<file path="config.mk">
export PLATFORM = sky130hd
export DESIGN_NAME = lmscal_engine
export DESIGN_NICKNAME = d
export VERILOG_FILES = /design/src/rtl/lmscal_pkg.sv /design/src/rtl/lmscal_recon.sv /design/src/rtl/lmscal_outfmt.sv /design/src/rtl/lmscal_wbank.sv /design/src/rtl/lmscal_engine.sv
export SDC_FILE = /design/constraint.sdc
export NUM_CORES = 2
export LEC_CHECK = 0
export CAP_MARGIN = 20
export CORE_MARGIN = 5
export CORE_UTILIZATION = 51
export CTS_BUF_LIST = sky130_fd_sc_hd__clkbuf_16
export DETAILED_ROUTE_END_ITERATION = 10
export DONT_BUFFER_PORTS = 1
export GPL_TIMING_DRIVEN = 1
export MAX_ROUTING_LAYER = met4
export PLACE_DENSITY = 0.62
export SLEW_MARGIN = 40
export SYNTH_ARGS = -nofsm -noshare
export SYNTH_HDL_FRONTEND = slang
export SYNTH_SLANG_ARGS = --single-unit
</file>
<file path="constraint.sdc">
create_clock -name clk -period 26.5 [get_ports clk]
set_input_delay 5.3 -clock clk [delete_from_list [all_inputs] [get_ports clk]]
set_output_delay 5.3 -clock clk [all_outputs]
set_load 0.02 [all_outputs]
</file>
<file path="src/rtl/lmscal_pkg.sv">
// Shared constants and helpers for the weight calibration engine.
// Assumes fourteen raw decision steps with a fixed nominal weight set.
package lmscal_pkg;
    localparam int CAL_NB       = 14;
    localparam int CAL_FRAC     = 8;
    localparam int CAL_WW       = 24;
    localparam int CAL_OFF_W    = 14;
    localparam int CAL_OUT_W    = 12;
    localparam int CAL_MU_BASE  = 6;
    localparam int CAL_MU_GROUP = 4;

    // Nominal weight of raw bit k in output LSB.
    function automatic int nominal_lsb(input int k);
        case (k)
            13: return 1920;
            12: return 1024;
            11: return 544;
            10: return 288;
            9:  return 144;
            8:  return 80;
            7:  return 40;
            6:  return 24;
            5:  return 12;
            4:  return 8;
            3:  return 6;
            2:  return 2;
            1:  return 2;
            default: return 1;
        endcase
    endfunction

    // Right-shift step size of raw bit k; larger shift for lower bits.
    function automatic int mu_shift(input int k, input int nb, input int base, input int grp);
        return base + (nb - 1 - k) / grp;
    endfunction
endpackage

</file>
<file path="src/rtl/lmscal_recon.sv">
// Weighted-sum reconstruction of one raw code.
// Assumes SW is wide enough to hold the sum of NB signed weights.
module lmscal_recon #(
    parameter int NB = 14,
    parameter int WW = 24,
    parameter int SW = 28
) (
    input  logic [NB-1:0]           bits,
    input  logic [NB*WW-1:0]        w_flat,
    output logic signed [SW-1:0]    sum
);
    // Add the weight of every set bit.
    always_comb begin
        sum = '0;
        for (int k = 0; k < NB; k++) begin
            if (bits[k]) begin
                sum = sum + SW'($signed(w_flat[k*WW +: WW]));
            end
        end
    end
endmodule

</file>
<file path="src/rtl/lmscal_outfmt.sv">
// Rounded mean of two reconstructions, clamped to the output range.
// Assumes both sums carry FRAC fractional bits.
module lmscal_outfmt #(
    parameter int SW    = 28,
    parameter int FRAC  = 8,
    parameter int OUT_W = 12
) (
    input  logic signed [SW-1:0] sum_a,
    input  logic signed [SW-1:0] sum_b,
    output logic [OUT_W-1:0]     code
);
    localparam int TW = SW + 2;
    localparam logic signed [TW-1:0] HALF = TW'(2 ** FRAC);
    localparam logic signed [TW-1:0] TOPV = TW'(2 ** OUT_W - 1);

    logic signed [TW-1:0] total;
    logic signed [TW-1:0] scaled;

    // Round half up, drop the fraction and the halving bit, then clamp.
    always_comb begin
        total  = TW'(sum_a) + TW'(sum_b) + HALF;
        scaled = total >>> (FRAC + 1);
        if (scaled < 0) begin
            code = '0;
        end else if (scaled > TOPV) begin
            code = '1;
        end else begin
            code = OUT_W'(scaled);
        end
    end
endmodule

</file>
<file path="src/rtl/lmscal_wbank.sv">
// Weight storage with a per-bit sign-LMS step.
// Assumes err is the registered error of the sample whose bits are given.
module lmscal_wbank
    import lmscal_pkg::*;
#(
    parameter int NB       = CAL_NB,
    parameter int WW       = CAL_WW,
    parameter int FRAC     = CAL_FRAC,
    parameter int EW       = 30,
    parameter int MU_BASE  = CAL_MU_BASE,
    parameter int MU_GROUP = CAL_MU_GROUP
) (
    input  logic                 clk,
    input  logic                 rst_n,
    input  logic                 load_nom,
    input  logic                 upd,
    input  logic signed [EW-1:0] err,
    input  logic [NB-1:0]        bits_a,
    input  logic [NB-1:0]        bits_b,
    output logic [NB*WW-1:0]     w_flat
);
    for (genvar k = 0; k < NB; k++) begin : g_w
        localparam int SH = mu_shift(k, NB, MU_BASE, MU_GROUP);
        localparam logic signed [WW-1:0] NOM = WW'(nominal_lsb(k) * (2 ** FRAC));

        logic signed [WW-1:0] w_q;
        logic signed [WW-1:0] step;

        // Scaled error for this bit position.
        always_comb step = WW'(err >>> SH);

        // Hold, reload or step the weight with the sign of the bit difference.
        always_ff @(posedge clk) begin
            if (!rst_n || load_nom) begin
                w_q <= NOM;
            end else if (upd) begin
                if (bits_a[k] && !bits_b[k]) begin
                    w_q <= w_q - step;
                end else if (!bits_a[k] && bits_b[k]) begin
                    w_q <= w_q + step;
                end
            end
        end

        assign w_flat[k*WW +: WW] = w_q;
    end
endmodule

</file>
<file path="src/rtl/lmscal_engine.sv">
// Calibration engine top: two-stage pipeline of reconstruction, error and
// output formatting, with weights adapted from the error of each sample pair.
// Assumes in_valid is low during reset and that OFF_W + FRAC + 1 < EW.
module lmscal_engine
    import lmscal_pkg::*;
#(
    parameter int NB       = CAL_NB,
    parameter int WW       = CAL_WW,
    parameter int FRAC     = CAL_FRAC,
    parameter int OFF_W    = CAL_OFF_W,
    parameter int OUT_W    = CAL_OUT_W,
    parameter int MU_BASE  = CAL_MU_BASE,
    parameter int MU_GROUP = CAL_MU_GROUP
) (
    input  logic                    clk,
    input  logic                    rst_n,
    input  logic                    in_valid,
    input  logic [NB-1:0]           raw_a,
    input  logic [NB-1:0]           raw_b,
    input  logic signed [OFF_W-1:0] offset_lsb,
    input  logic                    adapt_en,
    input  logic                    w_init,
    output logic                    out_valid,
    output logic [OUT_W-1:0]        out_code,
    output logic [NB*WW-1:0]        weight_bus
);
    localparam int SW = WW + $clog2(NB);
    localparam int EW = SW + 2;

    logic signed [SW-1:0]    sum_a;
    logic signed [SW-1:0]    sum_b;
    logic                    s1_valid;
    logic                    s1_adapt;
    logic [NB-1:0]           s1_a;
    logic [NB-1:0]           s1_b;
    logic signed [OFF_W-1:0] s1_off;
    logic signed [SW-1:0]    s1_sum_a;
    logic signed [SW-1:0]    s1_sum_b;
    logic signed [EW-1:0]    err;
    logic [OUT_W-1:0]        fmt_code;

    lmscal_recon #(.NB(NB), .WW(WW), .SW(SW)) u_recon_a (
        .bits(raw_a), .w_flat(weight_bus), .sum(sum_a)
    );

    lmscal_recon #(.NB(NB), .WW(WW), .SW(SW)) u_recon_b (
        .bits(raw_b), .w_flat(weight_bus), .sum(sum_b)
    );

    // Stage 1: capture both reconstructions and the sample context.
    always_ff @(posedge clk) begin
        if (!rst_n) begin
            s1_valid <= 1'b0;
            s1_adapt <= 1'b0;
            s1_a     <= '0;
            s1_b     <= '0;
            s1_off   <= '0;
            s1_sum_a <= '0;
            s1_sum_b <= '0;
        end else begin
            s1_valid <= in_valid;
            s1_adapt <= adapt_en;
            if (in_valid) begin
                s1_a     <= raw_a;
                s1_b     <= raw_b;
                s1_off   <= offset_lsb;
                s1_sum_a <= sum_a;
                s1_sum_b <= sum_b;
            end
        end
    end

    // Error of the pair after removing twice the known offset.
    always_comb err = EW'(s1_sum_a) - EW'(s1_sum_b) - (EW'(s1_off) <<< (FRAC + 1));

    lmscal_outfmt #(.SW(SW), .FRAC(FRAC), .OUT_W(OUT_W)) u_fmt (
        .sum_a(s1_sum_a), .sum_b(s1_sum_b), .code(fmt_code)
    );

    // Stage 2: register the calibrated sample.
    always_ff @(posedge clk) begin
        if (!rst_n) begin
            out_valid <= 1'b0;
            out_code  <= '0;
        end else begin
            out_valid <= s1_valid;
            if (s1_valid) begin
                out_code <= fmt_code;
            end
        end
    end

    lmscal_wbank #(
        .NB(NB), .WW(WW), .FRAC(FRAC), .EW(EW),
        .MU_BASE(MU_BASE), .MU_GROUP(MU_GROUP)
    ) u_wbank (
        .clk(clk),
        .rst_n(rst_n),
        .load_nom(w_init),
        .upd(s1_valid && s1_adapt),
        .err(err),
        .bits_a(s1_a),
        .bits_b(s1_b),
        .w_flat(weight_bus)
    );
endmodule

</file>
### After elaboration in Yosys (flattened, before gate mapping)

Index checks and enable logic that the tools add are counted.
W data, S select, Z words.

| cells by class | value |
|---|---|
| $add $sub $neg | 58 |
| $lt $le $gt $ge | 2 |
| reductions and logical operators | 87 |
| muxes and demuxes | 58 |

Operators with widths:

| kind | count |
|---|---|
| $mux W28 | 28 |
| $add A28 B24 Y28 | 26 |
| $mux W24 | 28 |
| $add A24 B22 Y24 | 4 |
| $add A24 B23 Y24 | 4 |
| $add A24 B24 Y24 | 4 |
| $sub A24 B22 Y24 | 4 |
| $sub A24 B23 Y24 | 4 |
| $sub A24 B24 Y24 | 4 |
| $add A24 B21 Y24 | 2 |
| $sub A24 B21 Y24 | 2 |
| $add A29 B10 Y30 const B | 1 |
| $sub A29 B23 Y30 | 1 |
| $add A28 B28 Y29 | 1 |
| $logic_and A1 B1 Y1 | 29 |
| $logic_not A1 Y1 | 29 |
| $sub A28 B28 Y29 | 1 |
| $reduce_and A2 Y1 | 14 |
| $reduce_bool A2 Y1 | 14 |
| $mux W12 | 2 |
| $gt A21 B13 Y1 const B | 1 |
| $lt A21 B1 Y1 const B | 1 |
| $logic_or A1 B1 Y1 | 1 |

| word-level totals | value |
|---|---|
| bits in registers | 449 |
| logic and storage cells | 228 |
| input bits | 47 |
| output and inout port bits | 349 |

### Logic depth before layout (Yosys ltp)

| logic depth | value |
|---|---|
| depth in word-level cells | 27 |
| depth in mapped cells | 110 |
| gate-level depth less buffers | 110 |

### Cells and area by module

From an unflattened synthesis, not the netlist that was laid out.

| second synthesis, totals | value |
|---|---|
| cell total of the unflattened synthesis | 11596 |
| area, all modules | 83646.5 um^2 |

Modules (own cells, without submodules):

| module | instances | area each (um^2) | cells an instance | seq. area each (um^2) |
|---|---|---|---|---|
| lmscal_wbank | 1 | 31935.6 | 4309 | 6726.5 |
| lmscal_recon at u_recon_a | 1 | 21803.4 | 3178 | 0.0 |
| lmscal_recon at u_recon_b | 1 | 21329.2 | 3148 | 0.0 |
| lmscal_engine | 1 | 6736.5 | 715 | 2262.2 |
| lmscal_outfmt | 1 | 1841.8 | 246 | 0.0 |

### Worst setup path before layout

OpenSTA, ideal clock, no wires.

| path | value |
|---|---|
| kind | input to register |
| from | input port raw_a[0] |
| to | register s1_sum_a[27] |
| setup time | 125 ps |
| setup slack | 3808 ps |
| stages on the path | 106 |
| data arrival time | 22567 ps |
| cell sequence | buf_2 -> and2_1 -> ha_1 -> nor2b_1 -> o21ai_0 -> a21boi_0 -> o21a_1 -> or3_1 -> and4_1 -> or2_2 -> ha_1 -> a21boi_0 -> a2bb2oi_1 -> xor2_1 -> mux2_2 -> ha_1 -> a21o_1 -> a21oi_1 -> (+70 left out) -> ha_1 -> and3_1 -> a211oi_1 -> nor2b_1 -> o21a_1 -> nor2_1 -> xor2_1 -> nand2_1 -> o221a_2 -> ha_1 -> nand2_1 -> o31a_1 -> mux2_2 -> xor2_1 -> xnor2_1 -> xnor3_1 -> xnor2_1 -> o21ai_0 |

| between the ends | value |
|---|---|
| longest elaborated chain between the ends | 27 |

RTL lines:

| what | RTL line | RTL |
|---|---|---|
| from (decl) | lmscal_engine.sv:18 | `input logic [NB-1:0] raw_a,` |
| $mux W28 * | lmscal_recon.sv:16 | `if (bits[k]) begin` |
| $add A28 B24 Y28 | lmscal_recon.sv:17 | `sum = sum + SW'($signed(w_flat[k*WW +: WW]));` |
| $mux W28 * | lmscal_recon.sv:16 |  |
| $add A28 B24 Y28 | lmscal_recon.sv:17 |  |
| $mux W28 * | lmscal_recon.sv:16 |  |
| $add A28 B24 Y28 | lmscal_recon.sv:17 |  |
| $mux W28 * | lmscal_recon.sv:16 |  |
| $add A28 B24 Y28 | lmscal_recon.sv:17 |  |
| (+11 left out) | -- |  |
| $add A28 B24 Y28 | lmscal_recon.sv:17 |  |
| $mux W28 * | lmscal_recon.sv:16 |  |
| $add A28 B24 Y28 | lmscal_recon.sv:17 |  |
| $mux W28 * | lmscal_recon.sv:16 |  |
| $add A28 B24 Y28 | lmscal_recon.sv:17 |  |
| $mux W28 * | lmscal_recon.sv:16 |  |
| $add A28 B24 Y28 | lmscal_recon.sv:17 |  |
| $mux W28 * | lmscal_recon.sv:16 |  |
| to (signal assigned) | lmscal_engine.sv:67 | `s1_sum_a <= sum_a;` |
| to (decl) | lmscal_engine.sv:37 | `logic signed [SW-1:0] s1_sum_a;` |

Mark *: on every way between the ends. The rest lies on a longest branch, timed or not.
A chain may end at the register's enable or synchronous reset.

### Worst setup path in the final report

| path | value |
|---|---|
| from | input port raw_b[0] |
| to | register s1_sum_b[27] |

| between the ends | value |
|---|---|
| longest elaborated chain between the ends | 27 |

RTL lines:

| what | RTL line | RTL |
|---|---|---|
| from (decl) | lmscal_engine.sv:19 | `input logic [NB-1:0] raw_b,` |
| $mux W28 * | lmscal_recon.sv:16 |  |
| $add A28 B24 Y28 | lmscal_recon.sv:17 |  |
| $mux W28 * | lmscal_recon.sv:16 |  |
| $add A28 B24 Y28 | lmscal_recon.sv:17 |  |
| $mux W28 * | lmscal_recon.sv:16 |  |
| $add A28 B24 Y28 | lmscal_recon.sv:17 |  |
| $mux W28 * | lmscal_recon.sv:16 |  |
| $add A28 B24 Y28 | lmscal_recon.sv:17 |  |
| (+11 left out) | -- |  |
| $add A28 B24 Y28 | lmscal_recon.sv:17 |  |
| $mux W28 * | lmscal_recon.sv:16 |  |
| $add A28 B24 Y28 | lmscal_recon.sv:17 |  |
| $mux W28 * | lmscal_recon.sv:16 |  |
| $add A28 B24 Y28 | lmscal_recon.sv:17 |  |
| $mux W28 * | lmscal_recon.sv:16 |  |
| $add A28 B24 Y28 | lmscal_recon.sv:17 |  |
| $mux W28 * | lmscal_recon.sv:16 |  |
| to (signal assigned) | lmscal_engine.sv:68 | `s1_sum_b <= sum_b;` |
| to (decl) | lmscal_engine.sv:38 | `logic signed [SW-1:0] s1_sum_b;` |

Marks and branches as above.

==> flow_metrics.py <==
metrics = {
    "critical_path": {
        "start_kind": "input port",
        "slowest_stage": "a2111oi_1",
        "crit_required_ns": 27.12,
        "path_max_fanout": 28,
        "rr_worst_depth": 96,
        "arrival_ns": 26.15,
        "critPathMaxStageDelay_ns": 0.48,
        "path_class": "input port to flip-flop",
        "critPathMostFrequentCell": "ha_1",
        "end_kind": "flip-flop",
    },
    "global_routing": {
        "antenna_found_initial": 32,
        "grt_max_degree": 99,
        "grt_pass1_wl_um": 551000,
        "grt_usage_pct": 46.9,
        "grt_pass1_vias": 79700,
        "grt_remaining_overflow": 0,
    },
    "placed_design": {
        "place_inst": 13000,
        "dp_hpwl_um": 309000,
        "gp_congestion": 1.09,
        "port_buffers": 0,
        "dpl_cell_area_um2": 83000,
    },
    "logic_synthesis": {
        "syn_nets": 12300,
        "yosysSeqAreaShare_pct": 11.3,
        "syn_avg_cell_area_um2": 7.16,
        "synthCells": 11100,
        "synth_edf_count": 0,
        "synthMuxAreaShare_pct": 3.68,
        "ys_ff_latch": 449,
        "postSynth.asyncResetShare_pct": 0,
        "synthFlopType": "dfxtp_1",
        "syn_area_um2": 79400,
        "synth_top_cell_by_area": "ha_1",
        "yosys.area.top_type_share_pct": 18.0,
        "yosysWarnings": 0,
        "synth_top_family_by_area": "compound AO/OA/AOI/OAI gates",
        "synth-xor-area-share_pct": 11.5,
        "synthAdderAreaFrac_pct": 19.5,
        "synth_area_leaders": "ha_1, dfxtp_1, xnor2_1, a21oi_1, nand2_1",
        "synthSimpleGateAreaFrac_pct": 20.7,
        "yosysUniqueCellTypes": 108,
        "synth_compound_area_share_pct": 28.5,
    },
    "final_layout": {
        "drive_above_1_share_pct": 6.76,
        "final_cells": 13100,
        "nFillCells": 14900,
        "postLayoutCoreUtil_pct": 55.2,
        "area_growth_pct": 7.30,
        "nets": 12300,
        "design_area_um2": 85200,
    },
    "detailed_routing": {
        "drc_errors": 0,
        "dr.pass1.iters": 7,
        "drt_wl_total_um": 393000,
        "vias": 87400,
        "routedWlPerCell_um": 29.9,
        "dr.first_iter.drc_count": 9681,
        "drt-vias-per-instance": 6.65,
        "ant_nets": 0,
    },
    "cts": {
        "insertion_delay_ns": 0.76,
        "clockBufferDepth": 3,
        "tritoncts": "yes",
        "clk_pin_slew_ns": 0.09,
        "clkSinkCount": 449,
        "h-tree-depth": 2,
        "cts_made_buffers": 57,
        "cts_root_buf": "clkbuf_16",
    },
    "power_and_ir_drop": {
        "seqPwrFrac_pct": 7.7,
        "sw_frac_of_total_pct": 57.3,
        "internal_power_mw": 4.32,
        "power_frac_comb_pct": 84.1,
        "ir_drop_v": 0.000293,
        "clkPwrFrac_pct": 8.2,
        "leakage_nw": 38.7,
        "p_switching_mw": 5.81,
        "p_per_area_nw_per_um2": 119,
        "total_power_mw": 10.1,
    },
    "timing": {
        "max_freq_mhz": 39.2,
        "post-route-period-util_pct": 96.3,
        "timing.final.crit_period_ns": 25.53,
        "finalSetupViolations": 0,
        "worst-slew-pin-transition_ns": 1.06,
        "fin_skew_ns": 0.0820,
        "slew_headroom_pct": 29.0,
        "hold_viol": 0,
        "maxSlewViolCount": 0,
        "setup-tns-final_ns": 0,
    },
    "floorplan": {
        "die_h_um": 405,
        "start_util_pct": 51.4,
        "die_area_um2": 164000,
        "dieWidth_um": 405,
        "pin_count": 396,
        "coreArea_um2": 154000,
        "row_count": 144,
    },
    "outcome": {
        "status": "completed",
    },
    "run": {
        "maxCapViolCount": 0,
    },
    "min_path": {
        "worstHoldPathCells": 2,
        "min_path_type": "flip-flop to flip-flop",
    },
}
final cells by class:
cell class              count  area (um2)  area share (%)
clock buffers              57        1430            1.67
repair buffers            269        2050            2.41
multi-input cells        9641       67300            79.1
inverters                 595        2230            2.62
well taps                2044        2560            3.00
clock inverters            48         468           0.549
flip-flops and latches    449        8990            10.6
diodes                     43         108           0.126
state kept, by name (all words and copies together) (netlist names):
register         count
s1_a                14
out_valid            1
s1_b                14
s1_valid             1
s1_sum_a            28
out_code            12
s1_sum_b            28
s1_off              14
s1_adapt             1
u_wbank.g_w.w_q    336
cells in the mapped netlist, types with 140 or more instances:
master,number
o21a_1,190
nor2_1,976
o21ai_0,775
nor2b_1,150
nand2b_1,156
ha_1,1144
xor2_1,249
a21oi_1,1149
inv_1,585
a211oi_1,140
dfxtp_1,449
nand3_1,223
nand2_1,1222
nor3_1,204
xnor2_1,782
a21o_1,327
clkbuf_1,334
final timing paths:
kind | from | slack (ns) | endpoint
worst min register to register | s1_a[13] | 0.48 | s1_a[13]
worst max-delay path | raw_b[0] | 0.97 | s1_sum_b[27]
worst min-delay path | s1_a[13] | 0.48 | s1_a[13]
worst max register to register | u_wbank.g_w[0].w_q[0] | 4.67 | s1_sum_b[27]
metal layers:
layer  vias up  share of wire, %  GRT usage [%]  wire, um
li1      39900                 -              -         -
met1     41200                38           55.6    150000
met2      5076                40           66.0    157000
met3      1263                12           14.7     48800
met4         0               9.4           35.3     37100
met5         -                 0              -         0
through the flow:
stage | setup WS [ns] | hold slack [ns]
floorplan | 3.81 | 0.435
global placement | -0.781 | 0.459
detailed placement | -0.652 | 0.470
CTS | 0.0259 | 0.478
global route | -0.0508 | 0.508
finish | 0.971 | 0.481
power by group through the flow:
stage	logic, mW	clock network [mW]	registers (mW)
floorplan	5.53	0	0.758
global placement	7.92	0	0.789
detailed placement	8.08	0	0.790
CTS	8.15	0.837	0.775
global route	9.00	0.862	0.776
finish	8.52	0.833	0.778
cells by family after synthesis:
family / after synthesis
AO/OA/AOI/OAI: 3580
adder cells (fa/ha/maj): 1204
flip-flops: 449
AND/OR/NAND/NOR: 3551
XOR/XNOR: 1036
multiplexers: 270
buffers and inverters: 992
worst max-delay path: cells and delay by family:
kind | cells | cell delay, ns
compound gates | 42 | 10.08
simple gates | 21 | 3.28
buf+inv | 6 | 0.41
mux | 3 | 0.90
xor+xnor | 10 | 1.75
fa+ha+maj | 14 | 4.44
what timing repair did:
action                                  CTS  global route
buffers inserted                          0             3
hold buffers                              0             0
endpoints found under the setup margin    0            12
gates resized for setup                   0            26
placed cells by master, fill, tap and decap left out, types with 28 or more instances in the layout:
cell type	n
nand2_1	1221
a21oi_1	1141
ha_1	1137
nor2_1	958
xnor2_1	770
o21ai_0	754
inv_1	593
dfxtp_1	444
a21o_1	327
buf_4	263
xor2_1	245
nand3_1	223
nor3_1	197
o21a_1	189
nand2b_1	155
nor2b_1	148
or3_1	137
a211oi_1	135
mux2i_1	134
mux2_2	124
a31oi_1	115
o21bai_1	110
and2_1	100
o211ai_1	97
and3_1	92
a21boi_0	78
or2_2	71
fa_1	59
o31ai_1	57
clkbuf_16	57
nand3b_1	48
nand4_1	47
o21ai_1	44
diode_2	43
a211o_1	41
nor3b_1	35
a31o_2	30
o221ai_1	29
a22oi_1	28
Power figures use the tool's default switching activity.
